## src/rtl/exc_entry_pkg.sv

```systemverilog
package exc_entry_pkg;
  localparam int TYPE_W = 5;
  localparam int CODE_W = 5;
  localparam int CE_W   = 2;

  typedef enum logic [1:0] {
    KIND_GENERAL = 2'd0,
    KIND_ERRLVL  = 2'd1,
    KIND_BAD     = 2'd2
  } exc_kind_e;

  // status word bit positions
  localparam int ST_EXL    = 1;
  localparam int ST_ERL    = 2;
  localparam int ST_KSU_LO = 3;
  localparam int ST_KSU_HI = 4;
  localparam int ST_NMI    = 19;
  localparam int ST_SR     = 20;
  localparam int ST_BEV    = 22;

  // cause word bit positions
  localparam int CA_CODE_LO = 2;
  localparam int CA_CODE_HI = 6;
  localparam int CA_IV      = 23;
  localparam int CA_CE_LO   = 28;
  localparam int CA_CE_HI   = 29;
  localparam int CA_BD      = 31;

  // type codes with special handling
  localparam logic [TYPE_W-1:0] T_INTR  = 5'd0;
  localparam logic [TYPE_W-1:0] T_TLB_L = 5'd2;
  localparam logic [TYPE_W-1:0] T_TLB_S = 5'd3;
  localparam logic [TYPE_W-1:0] T_COPU  = 5'd11;
  localparam logic [TYPE_W-1:0] T_GAP   = 5'd14;
  localparam logic [TYPE_W-1:0] T_LASTG = 5'd15;
  localparam logic [TYPE_W-1:0] T_NMI   = 5'd16;
  localparam logic [TYPE_W-1:0] T_SRST  = 5'd17;
endpackage

```

## src/rtl/exc_classify.sv

```systemverilog
module exc_classify
  import exc_entry_pkg::*;
(
  input  logic [TYPE_W-1:0] typ,
  output exc_kind_e         kind,
  output logic              is_intr,
  output logic              is_tlb,
  output logic              is_copu,
  output logic              is_srst
);
  always_comb begin
    if ((typ <= T_LASTG) && (typ != T_GAP)) begin
      kind = KIND_GENERAL;
    end else if ((typ == T_NMI) || (typ == T_SRST)) begin
      kind = KIND_ERRLVL;
    end else begin
      kind = KIND_BAD;
    end
    is_intr = (typ == T_INTR);
    is_tlb  = (typ == T_TLB_L) || (typ == T_TLB_S);
    is_copu = (typ == T_COPU);
    is_srst = (typ == T_SRST);
  end
endmodule

```

## src/rtl/exc_vector_sel.sv

```systemverilog
module exc_vector_sel
  import exc_entry_pkg::*;
#(
  parameter int              XLEN       = 32,
  parameter int              ALIGN_BITS = 10,
  parameter logic [XLEN-1:0] BOOT_BASE  = XLEN'(32'hBFC0_0200),
  parameter logic [XLEN-1:0] ERR_VEC    = XLEN'(32'hBFC0_0000),
  parameter logic [XLEN-1:0] OFF_DEF    = XLEN'(32'h180),
  parameter logic [XLEN-1:0] OFF_INTR   = XLEN'(32'h200),
  parameter logic [XLEN-1:0] OFF_REFILL = XLEN'(32'h000)
) (
  input  exc_kind_e         kind,
  input  logic              is_intr,
  input  logic              is_tlb,
  input  logic              refill,
  input  logic              exl,
  input  logic              bev,
  input  logic              iv,
  input  logic [XLEN-1:0]   ebase,
  output logic [XLEN-1:0]   target
);
  localparam logic [XLEN-1:0] ALIGN_MASK = XLEN'((64'd1 << ALIGN_BITS) - 64'd1);

  logic [XLEN-1:0] base;
  logic [XLEN-1:0] offset;

  always_comb begin
    base = bev ? BOOT_BASE : (ebase & ~ALIGN_MASK);
    if (is_intr && iv) begin
      offset = OFF_INTR;
    end else if (is_tlb && refill && !exl) begin
      offset = OFF_REFILL;
    end else begin
      offset = OFF_DEF;
    end
    target = (kind == KIND_ERRLVL) ? ERR_VEC : (base + offset);
  end
endmodule

```

## src/rtl/exc_state_next.sv

```systemverilog
module exc_state_next
  import exc_entry_pkg::*;
#(
  parameter int XLEN       = 32,
  parameter int INSN_BYTES = 4
) (
  input  exc_kind_e         kind,
  input  logic [TYPE_W-1:0] typ,
  input  logic              is_copu,
  input  logic              is_srst,
  input  logic [XLEN-1:0]   pc,
  input  logic              in_delay,
  input  logic [CE_W-1:0]   cop,
  input  logic [XLEN-1:0]   status_cur,
  input  logic [XLEN-1:0]   cause_cur,
  output logic              epc_wr,
  output logic [XLEN-1:0]   epc_val,
  output logic              errepc_wr,
  output logic [XLEN-1:0]   errepc_val,
  output logic              cause_wr,
  output logic [XLEN-1:0]   cause_val,
  output logic              status_wr,
  output logic [XLEN-1:0]   status_val
);
  localparam logic [XLEN-1:0] STEP = XLEN'(INSN_BYTES);

  logic [XLEN-1:0] resume_pc;
  logic            exl_now;

  assign resume_pc = in_delay ? (pc - STEP) : pc;
  assign exl_now   = status_cur[ST_EXL];

  always_comb begin
    epc_wr     = 1'b0;
    errepc_wr  = 1'b0;
    cause_wr   = 1'b0;
    status_wr  = 1'b0;
    epc_val    = resume_pc;
    errepc_val = resume_pc;
    cause_val  = cause_cur;
    status_val = status_cur;
    unique case (kind)
      KIND_GENERAL: begin
        cause_wr  = 1'b1;
        status_wr = 1'b1;
        cause_val[CA_CODE_HI:CA_CODE_LO] = typ[CODE_W-1:0];
        if (is_copu) begin
          cause_val[CA_CE_HI:CA_CE_LO] = cop;
        end
        if (!exl_now) begin
          epc_wr             = 1'b1;
          cause_val[CA_BD]   = in_delay;
          status_val[ST_EXL] = 1'b1;
        end
        status_val[ST_KSU_HI:ST_KSU_LO] = 2'b00;
      end
      KIND_ERRLVL: begin
        errepc_wr          = 1'b1;
        status_wr          = 1'b1;
        status_val[ST_ERL] = 1'b1;
        status_val[ST_BEV] = 1'b1;
        if (is_srst) begin
          status_val[ST_SR] = 1'b1;
        end else begin
          status_val[ST_NMI] = 1'b1;
        end
        status_val[ST_KSU_HI:ST_KSU_LO] = 2'b00;
      end
      default: begin
      end
    endcase
  end
endmodule

```

## src/rtl/exc_entry_ctrl.sv

```systemverilog
module exc_entry_ctrl
  import exc_entry_pkg::*;
#(
  parameter int XLEN       = 32,
  parameter int INSN_BYTES = 4,
  parameter int ALIGN_BITS = 10
) (
  input  logic              clk,
  input  logic              rst_n,
  input  logic              exc_valid,
  output logic              exc_ready,
  input  logic [TYPE_W-1:0] exc_type,
  input  logic [XLEN-1:0]   exc_pc,
  input  logic              exc_in_delay,
  input  logic              exc_refill,
  input  logic [CE_W-1:0]   exc_cop,
  input  logic [XLEN-1:0]   status_i,
  input  logic [XLEN-1:0]   cause_i,
  input  logic [XLEN-1:0]   ebase_i,
  output logic              upd_valid,
  output logic              exc_error,
  output logic [XLEN-1:0]   pc_next,
  output logic              epc_we,
  output logic [XLEN-1:0]   epc_next,
  output logic              errepc_we,
  output logic [XLEN-1:0]   errepc_next,
  output logic              cause_we,
  output logic [XLEN-1:0]   cause_next,
  output logic              status_we,
  output logic [XLEN-1:0]   status_next
);
  exc_kind_e       kind;
  logic            is_intr, is_tlb, is_copu, is_srst;
  logic [XLEN-1:0] target;
  logic            n_epc_wr, n_err_wr, n_cause_wr, n_status_wr;
  logic [XLEN-1:0] n_epc, n_err, n_cause, n_status;
  logic            ready_q;
  logic            accept, known;

  exc_classify u_class (
    .typ     (exc_type),
    .kind    (kind),
    .is_intr (is_intr),
    .is_tlb  (is_tlb),
    .is_copu (is_copu),
    .is_srst (is_srst)
  );

  exc_vector_sel #(.XLEN(XLEN), .ALIGN_BITS(ALIGN_BITS)) u_vec (
    .kind    (kind),
    .is_intr (is_intr),
    .is_tlb  (is_tlb),
    .refill  (exc_refill),
    .exl     (status_i[ST_EXL]),
    .bev     (status_i[ST_BEV]),
    .iv      (cause_i[CA_IV]),
    .ebase   (ebase_i),
    .target  (target)
  );

  exc_state_next #(.XLEN(XLEN), .INSN_BYTES(INSN_BYTES)) u_next (
    .kind       (kind),
    .typ        (exc_type),
    .is_copu    (is_copu),
    .is_srst    (is_srst),
    .pc         (exc_pc),
    .in_delay   (exc_in_delay),
    .cop        (exc_cop),
    .status_cur (status_i),
    .cause_cur  (cause_i),
    .epc_wr     (n_epc_wr),
    .epc_val    (n_epc),
    .errepc_wr  (n_err_wr),
    .errepc_val (n_err),
    .cause_wr   (n_cause_wr),
    .cause_val  (n_cause),
    .status_wr  (n_status_wr),
    .status_val (n_status)
  );

  assign exc_ready = ready_q;
  assign accept    = exc_valid && ready_q;
  assign known     = (kind != KIND_BAD);

  always_ff @(posedge clk or negedge rst_n) begin
    if (!rst_n) begin
      ready_q     <= 1'b0;
      upd_valid   <= 1'b0;
      exc_error   <= 1'b0;
      epc_we      <= 1'b0;
      errepc_we   <= 1'b0;
      cause_we    <= 1'b0;
      status_we   <= 1'b0;
      pc_next     <= '0;
      epc_next    <= '0;
      errepc_next <= '0;
      cause_next  <= '0;
      status_next <= '0;
    end else begin
      ready_q   <= 1'b1;
      upd_valid <= accept && known;
      exc_error <= accept && !known;
      epc_we    <= accept && n_epc_wr;
      errepc_we <= accept && n_err_wr;
      cause_we  <= accept && n_cause_wr;
      status_we <= accept && n_status_wr;
      if (accept && known)       pc_next     <= target;
      if (accept && n_epc_wr)    epc_next    <= n_epc;
      if (accept && n_err_wr)    errepc_next <= n_err;
      if (accept && n_cause_wr)  cause_next  <= n_cause;
      if (accept && n_status_wr) status_next <= n_status;
    end
  end
endmodule

```

## config.mk

```make
export PLATFORM = sky130hd
export DESIGN_NAME = exc_entry_ctrl
export DESIGN_NICKNAME = d
export VERILOG_FILES = /design/src/rtl/exc_entry_pkg.sv /design/src/rtl/exc_classify.sv /design/src/rtl/exc_vector_sel.sv /design/src/rtl/exc_state_next.sv /design/src/rtl/exc_entry_ctrl.sv
export SDC_FILE = /design/constraint.sdc
export NUM_CORES = 1
export LEC_CHECK = 0
export CAP_MARGIN = 20
export CORE_ASPECT_RATIO = 1.4
export CORE_MARGIN = 4
export CORE_UTILIZATION = 25
export CTS_BUF_LIST = sky130_fd_sc_hd__clkbuf_8
export DETAILED_ROUTE_END_ITERATION = 7
export DONT_BUFFER_PORTS = 1
export PLACE_DENSITY = 0.5
export SLEW_MARGIN = 0
export SYNTH_ARGS = -nofsm -noshare
export SYNTH_HDL_FRONTEND = slang
export SYNTH_HIERARCHICAL = 1
export SYNTH_SLANG_ARGS = --single-unit
```

## constraint.sdc

```tcl
create_clock -name clk -period 2.2 [get_ports clk]
set_input_delay 0.33 -clock clk [delete_from_list [all_inputs] [get_ports clk]]
set_output_delay 0.33 -clock clk [all_outputs]
set_load 0.02 [all_outputs]
```

==> metrics.yaml, run 1 <==
timing:
  finClkSkew_ns: 0.0144
  setup_viol: 0
  rsz0062_at_grt: "false"
  setup_ws_ns: 0.310
  clock.fmax_mhz: 529
  final-hold-violation-count: 167
  period_share_pct: 85.9
  hold_ws_ns: -0.483
  finalCriticalPeriod_ns: 1.89
  maxSlewViolCount: 0
pwr:
  powerDensity_nw_per_um2: 894
  p_sw_uw: 2850
  intPower_uw: 5450
  leakagePower_uw: 0.00398
  clockPowerShare_pct: 30.0
  seqPwrFrac_pct: 59.4
  peakVddDrop_mv: 0.354
  p_sw_share_pct: 34.3
  p_comb_share_pct: 10.6
clocking:
  clockRootBuffer: "clkbuf_8"
  cts_tree: "done"
  ctsResizeCount: 0
  cts_htree_levels: 4
  cts_buffers: 17
  clock_latency_ns: 0.49
  clk_pin_slew_ns: 0.11
  clock-sinks: 167
  cts_setup_buffers: 0
  cts_hold_buf: 53
  cts.path.max_buffers: 2
floorplanning:
  chipHeight_microns: 224
  start_util_pct: 25.5
  core_area_sq_um: 32700
  die-area_sq_um: 36400
  rows: 78
  die_w_microns: 162
  io_pins: 307
run_status:
  violations: "hold timing"
  outcome: "complete, but fails checks"
route:
  drt_wl_total_mm: 21.4
  wl_per_cell_microns: 19.5
  dr.first_iter.drc_count: 279
  ant_nets: 0
  via_per_inst: 4.35
  first_pass_iters: 4
  via_count: 4777
  drc: 0
global_routing:
  grt_pass1_wl_mm: 32.0
  grt.total_usage_pct: 11.7
  grt.overflow.total: 0
  grt_start_max_net_pins: 168
  antenna_found_initial: 0
  grt_pass1_vias: 5043
synthesis:
  avgSynthCellArea_sq_um: 12.8
  synthArstFlopShare_pct: 100
  synthDistinctLibCells: 60
  syn_area_sq_um: 8340
  yosysSeqAreaShare_pct: 50.1
  syn_inst: 651
  yosys_register_bits: 167
  synth-main-ff-cell: "dfrtp_1"
  synth_warnings: 6
  synth-edff-count: 0
critical_path:
  reg2reg_slack_ns: 0.71
  critical_path.max_stage_delay_ns: 0.27
  cpMostUsedCell: "buf_4"
  crit_type: "in -> reg"
  start_kind: "primary input"
  crit_slowest_cell: "mux2_2"
  endpoint_kind: "flip-flop"
  worstPathMaxFanout: 7
  crit_chain: "nor3_2 -> nor3b_2 -> and2_1 -> ha_1 -> nand4_1 -> buf_4 -> nor4_4 -> buf_4 -> and2_2 -> a31oi_1 -> mux2_2"
  required_ns: 2.58
  cp_data_arrival_time_ns: 2.27
finish:
  final_cell_area_sq_um: 9280
  fin_util_pct: 28.4
  drive_gt1_share_pct: 38.0
  syn2layout_area_growth_pct: 11.2
  fin_nets: 785
placed_design:
  place_ws_ns: -0.156
  portBuffers: 0
  postPlaceCellArea_sq_um: 8310
  gp_congestion: 0.755
  dp_hpwl_mm: 15.2
worst_hold_path:
  hold_path_class: "in -> async"
flow_run:
  cap_violations: 0
[cells in the mapped netlist (all sizes together) (6+ instances only)]
library cell	instances	area, sq um
and2	6	40.0
and3	7	45.1
and4	7	63.8
buf	110	846
dfrtp	167	4180
inv	11	41.3
mux2	168	1890
nand2	15	66.3
nand3	11	75.1
nand4	6	50.0
nor2	25	93.8
nor3	15	85.1
nor4	8	77.6
or3	9	57.6
xnor2	10	87.6
xor2	26	228
[cells in the final DEF (no fill, tap or decap), types with 7 or more instances in the layout]
master	instances
buf_4	21
xor2_1	26
nand3_1	7
conb_1	8
nor2_1	25
or3_1	8
inv_1	11
xnor2_1	10
mux2_2	164
nor3_1	13
dfrtp_1	167
dlygate4sd3_1	53
nand2_1	13
clkbuf_8	18
[layer usage]
metal	vias up	global-route usage (%)	wire, microns
met4	0	4.37	446
met5	-	0	0
met2	188	20.6	11300
met1	2407	11.6	7310
met3	22	6.31	2410
li1	2160	-	-
[cell type report]
cell class                 count  area [sq um]
inverter                      11          41.3
clock inverter                14           188
multi-input combinational    368          3300
timing repair buffer          78           768
sequential                   167          4180
clock buffer                  18           248
fill                        3373         23400
tap                          440           551
antenna                        1          2.50
[power groups by stage]
stage | Sequential [uW] | Clock, uW | Combinational, uW
after floorplan | 4770 | 0 | 828
final | 4930 | 2490 | 878
after detailed placement | 5020 | 0 | 812
after global placement | 5020 | 0 | 785
after global routing | 5010 | 2750 | 980
after CTS | 4960 | 2650 | 893
[sequential cells by signal, indices dropped and copies added, names as in the netlist]
| signal | flops |
|---|---|
| errepc_next | 32 |
| epc_next | 32 |
| exc_ready | 1 |
| epc_we | 1 |
| status_next | 32 |
| upd_valid | 1 |
| cause_next | 32 |
| pc_next | 32 |
| status_we | 1 |
| cause_we | 1 |
| errepc_we | 1 |
| exc_error | 1 |
[kinds of logic after synthesis]
group	share of synthesized area [%]
other	0.0900
AOI/OAI and AO/OA	1.88
DFF	50.1
adders and majority gates	0.300
buffers and inverters	10.7
and+or+nand+nor	10.4
muxes	22.8
xor gates and xnor gates	3.78
[final timing paths]
path,start,endpoint,cells after the start
hold / removal,rst_n,pc_next[14]$_DFFE_PN0P_,0
setup / recovery,exc_type[3],pc_next[23]$_DFFE_PN0P_,11
setup reg to reg,exc_ready$_DFF_PN0_,pc_next[5]$_DFFE_PN0P_,4
hold reg to reg,pc_next[17]$_DFFE_PN0P_,pc_next[17]$_DFFE_PN0P_,1
max in group asynchronous,rst_n,status_next[5]$_DFFE_PN0P_,0
min in group clk,status_i[2],status_next[2]$_DFFE_PN0P_,2
[critical path, delay by kind of cell]
family / cells / cell delay [ns]
mux: 1 / 0.27
simple gates: 6 / 1.04
buf+inv: 2 / 0.34
fa+ha+maj: 1 / 0.18
compound gates: 1 / 0.09
[per-stage QoR]
stage               total power, uW  TNS (ns)  cells
floorplan                      5590         0    657
global placement               5800     -1.16   1011
detailed placement             5830     -1.18   1011
CTS                            8510         0   1096
global route                   8740         0   1096
finish                         8290         0   1097
(Power assumes the default switching activity.)
==> run 2: changes to the inputs <==
- CORE_ASPECT_RATIO: 1.4 -> 0.5
- PLACE_DENSITY: 0.5 -> not set
- PLACE_DENSITY_LB_ADDON: not set -> 0.08
==> metrics.yaml, run 2 (synthesis results as in run 1) <==
pwr:
  powerDensity_nw_per_um2: 865
  peakVddDrop_mv: 0.326
  leakagePower_uw: 0.00396
placed_design:
  portBuffers: 0
  dp_cells: 1004
  postPlaceCellArea_sq_um: 8330
  gp_congestion: 0.702
  dp_hpwl_mm: 16.7
  place_ws_ns: -0.165
finish:
  fin_nets: 785
  mostFrequentLayoutCell: "dfrtp_1"
  layout_common_cells: "dfrtp_1 (167), mux2_2 (164), dlygate4sd3_1 (52)"
  final_cells: 1089
  syn2layout_area_growth_pct: 10.6
  fin_util_pct: 28.6
  multi_input_area_sq_um: 3300
  final-seq-area_sq_um: 4180
  final_cell_area_sq_um: 9220
  fillers: 3348
  drive_gt1_share_pct: 38.1
route:
  via_count: 4734
  ant_nets: 0
  drt_wl_total_mm: 22.8
  drc: 0
  via_per_inst: 4.35
  dr.first_iter.drc_count: 166
  wl_per_cell_microns: 20.9
  first_pass_iters: 4
global_routing:
  grt_pass1_wl_mm: 33.8
  grt_pass1_vias: 5175
  antenna_found_initial: 1
  grt.total_usage_pct: 12.5
  grt_start_max_net_pins: 168
  grt.overflow.total: 0
floorplanning:
  core_area_sq_um: 32300
  rows: 46
  chipHeight_microns: 137
  io_pins: 307
  die_w_microns: 266
  start_util_pct: 25.8
  die-area_sq_um: 36500
clocking:
  cts_buffers: 17
  cts_htree_levels: 4
  clock-sinks: 167
  clockRootBuffer: "clkbuf_8"
  cts_hold_buf: 52
  cts_tree: "done"
  clk_pin_slew_ns: 0.10
  ctsResizeCount: 0
  clock_latency_ns: 0.48
  cts_setup_buffers: 0
  cts.path.max_buffers: 2
critical_path:
  worstPathMaxFanout: 8
  cp_data_arrival_time_ns: 2.22
  start_kind: "primary input"
  required_ns: 2.58
  setup.worst_path.start: "exc_type[3]"
  crit_type: "in -> reg"
  endpoint_kind: "flip-flop"
  r2r-start: "exc_ready$_DFF_PN0_"
worst_hold_path:
  hold_path_class: "in -> async"
run_status:
  outcome: "complete, but fails checks"
  violations: "hold timing"
flow_run:
  cap_violations: 0
timing:
  rsz0062_at_grt: "false"
  hold_ws_ns: -0.469
  maxSlewViolCount: 0
  setup_ws_ns: 0.358
  finClkSkew_ns: 0.0122
  final-hold-violation-count: 167
  finalCriticalPeriod_ns: 1.84
  clock.fmax_mhz: 543
  setup_viol: 0
  period_share_pct: 83.7
-- run 2: cell count changes in the layout (fill, tap and decap cells not counted), sizes merged --
| cell | before | now |
|---|---|---|
| inv | 17 | 18 |
| clkinvlp | 1 | 3 |
| clkinv | 4 | 5 |
| buf | 25 | 26 |
| dlygate4sd3 | 53 | 52 |
| bufinv | 3 | 0 |
| clkbuf | 18 | 17 |
-- run 2: worst paths after layout --
path | depth (start not counted) | slack [ns] | endpoint
max | 11 | 0.36 | pc_next[20]$_DFFE_PN0P_
min | 0 | -0.47 | errepc_next[8]$_DFFE_PN0P_
max reg2reg | 4 | 0.71 | pc_next[6]$_DFFE_PN0P_
min reg2reg | 1 | 0.65 | pc_next[3]$_DFFE_PN0P_
max in group asynchronous | 0 | 2.43 | cause_next[23]$_DFFE_PN0P_
min in group clk | 2 | 0.07 | status_next[20]$_DFFE_PN0P_
-- run 2: per-layer routing --
layer	wire (microns)	vias to the layer above	GRT usage (%)
li1	-	2169	-
met2	12600	91	23.1
met4	459	0	3.43
met1	8540	2453	13.5
met3	1160	21	4.60
met5	0	-	0
-- run 2: layout make-up --
type | instances | share of cell area, %
Sequential cell | 167 | 45.3
Antenna cell | 1 | 0.0271
Multi-Input combinational cell | 368 | 35.8
Tap cell | 432 | 5.86
Timing Repair Buffer | 78 | 8.57
Inverter | 11 | 0.448
Clock buffer | 17 | 2.54
Clock inverter | 15 | 1.48
-- run 2: through the flow --
step	total power, uW	TNS (ns)
4_1_cts	8200	0
5_1_grt	8430	0
3_3_place_gp	5830	-1.36
6_report	7980	0
3_5_place_dp	5850	-1.31
2_1_floorplan	5590	0
-- run 2: where the power goes --
group	total, uW	switching (uW)	internal (uW)
registers	4930	1270	3660
clock network	2170	1340	824
logic	879	275	604
-- run 2: worst max-delay path, stage by stage --
cell	delay, ns
nor3_2	0.21
nor3b_2	0.19
and2_1	0.17
ha_1	0.16
nand4_1	0.07
buf_4	0.16
nor3_4	0.32
buf_4	0.17
xnor2_1	0.10
nor2_1	0.05
mux2_2	0.27
==> run 3: changes to the inputs <==
- ABC_AREA: not set -> 1
- clock period: 2.2 -> 1.6 ns (I/O delays scaled with it)
==> metrics.yaml, run 3 <==
run_status:
  outcome: "complete, but fails checks"
  violations: "hold timing"
pwr:
  powerDensity_nw_per_um2: 1040
  peakVddDrop_mv: 0.486
  leakagePower_uw: 0.00538
  power.total_uw: 11000
synthesis:
  synth_top_cell_by_area: "dfrtp_1"
  synth-edff-count: 0
  yosys.area.top_type_share_pct: 46.9
  avgSynthCellArea_sq_um: 7.40
  synthArstFlopShare_pct: 100
  yosys_register_bits: 167
  synth_common_cells: "nand2_1 (589), dfrtp_1 (167), buf_4 (91), nor2_1 (87), nand3_1 (68)"
  synth-main-ff-cell: "dfrtp_1"
  syn_inst: 1204
  synth_warnings: 6
  yosysMostFrequentCell: "nand2_1"
  yosysSeqAreaShare_pct: 46.9
  synthTopCellsByArea: "dfrtp_1 (47%), nand2_1 (25%), buf_4 (7.7%), nand3_1 (3.8%), nor2_1 (3.7%)"
  syn_area_sq_um: 8910
  synthDistinctLibCells: 32
floorplanning:
  die_w_microns: 275
  chipHeight_microns: 141
  start_util_pct: 25.6
  core_area_sq_um: 34800
  io_pins: 307
  rows: 48
  die-area_sq_um: 38900
placed_design:
  postPlaceCellArea_sq_um: 9100
  gp_congestion: 0.823
  place_ws_ns: -0.248
  portBuffers: 0
  dp_hpwl_mm: 21.1
finish:
  drive_gt1_share_pct: 10.1
  mostFrequentLayoutCell: "nand2_1"
  layout_common_cells: "nand2_1 (588), dfrtp_1 (167), dlygate4sd3_1 (103)"
  final_cell_area_sq_um: 10500
  syn2layout_area_growth_pct: 18.0
  fin_nets: 1382
  antenna_cells: 0
timing:
  clock.fmax_mhz: 665
  setup_viol: 0
  worstMarginPinSlew_ns: 0.572
  finalSetupTns_ns: 0
  maxSlewViolCount: 0
  final-hold-violation-count: 167
  slew_headroom_pct: 61.8
  rsz0062_at_grt: "false"
  hold_ws_ns: -0.569
  finalCriticalPeriod_ns: 1.50
  finClkSkew_ns: 0.0168
  setup_ws_ns: 0.0970
  period_share_pct: 93.9
global_routing:
  antenna_found_initial: 0
  grt_pass1_wl_mm: 44.9
  grt.total_usage_pct: 15.1
  grt.overflow.total: 0
  grt_start_max_net_pins: 168
  grt_pass1_vias: 7294
flow_run:
  cap_violations: 0
critical_path:
  required_ns: 1.98
  reg2reg_slack_ns: 0.18
  endpoint_kind: "flip-flop"
  start_kind: "primary input"
  crit_type: "in -> reg"
  r2r_cells: 5
  rr_endpoint: "pc_next[13]$_DFFE_PN0P_"
  r2r-start: "exc_ready$_DFF_PN0_"
  cp_data_arrival_time_ns: 1.88
  setup.worst_path.start: "exc_type[3]"
  worstPathMaxFanout: 5
route:
  first_pass_iters: 5
  drt_wl_total_mm: 29.5
  dr.first_iter.drc_count: 442
  drc: 0
  ant_nets: 0
  wl_per_cell_microns: 17.1
  via_per_inst: 4.23
  via_count: 7302
clocking:
  cts_hold_buf: 103
  clockRootBuffer: "clkbuf_8"
  cts_setup_buffers: 0
  cts_htree_levels: 4
  cts_buffers: 17
  clk_pin_slew_ns: 0.11
  cts_tree: "done"
  clock-sinks: 167
  cts.path.max_buffers: 2
  ctsResizeCount: 0
  clock_latency_ns: 0.49
worst_hold_path:
  hold_path_class: "in -> async"
[run 3: changes by cell type after synthesis, sizes merged, moves of 17 or more]
cell,change
nor2,+84
inv,+53
nand2,+579
nand3,+66
mux2,-166
xor2,-17
[run 3: logic make-up after synthesis]
group	Yosys count	share of synthesized area [%]
buffers and inverters	195	12.6
AOI/OAI and AO/OA	22	1.33
other	2	0.0843
xor gates and xnor gates	15	1.48
and+or+nand+nor	799	37.1
DFF	167	46.9
muxes	2	0.253
adders and majority gates	2	0.281
[run 3: worst max-delay path, cell delays in order]
cell and delay, ns:
nor2_4 0.08, nand2_2 0.06, buf_4 0.14, nand2_1 0.05
nand2_1 0.13, nor2_4 0.16, inv_2 0.05, buf_4 0.15
nand2_1 0.09, nand2_1 0.05, dlygate4sd3_1 0.55, nand2_1 0.07
nand2_1 0.05
[run 3: stage by stage]
stage	utilization, %	instances
2_1_floorplan	-	1210
3_3_place_gp	26.2	1593
3_5_place_dp	26.2	1593
4_1_cts	30.2	1728
5_1_grt	30.2	1728
6_report	30.2	1728
[run 3: per-layer routing]
layer / part of all wire (%) / vias up / GRT usage [%]
met5: 0 / - / 0
met4: 1.8 / 0 / 4.66
met3: 4.0 / 29 / 3.41
met2: 52 / 146 / 26.9
met1: 42 / 3475 / 18.2
li1: - / 3652 / -
[run 3: how the worst max path moves through the flow]
stage / endpoint / slack, ns / depth (start not counted)
after global routing: pc_next[13]$_DFFE_PN0P_ / 0.02 / 5
after CTS: exc_ready / 0.09 / 1
after global placement: pc_next[29]$_DFFE_PN0P_ / -0.23 / 13
after detailed placement: pc_next[26]$_DFFE_PN0P_ / -0.25 / 15
after floorplan: pc_next[24]$_DFFE_PN0P_ / -0.04 / 15
final: cause_next[3]$_DFFE_PN0P_ / 0.1 / 13
[run 3: area by class of cell]
class	count	area (sq um)
Fill cell	3769	24300
Sequential cell	167	4180
Multi-Input combinational cell	848	3670
Timing Repair Buffer	141	1440
Tap cell	475	594
Inverter	65	244
Clock buffer	17	234
Clock inverter	15	144
[run 3: power by group]
group,internal [uW],switching [uW]
combinational,656,752
clock,1270,1830
sequential,4930,1540
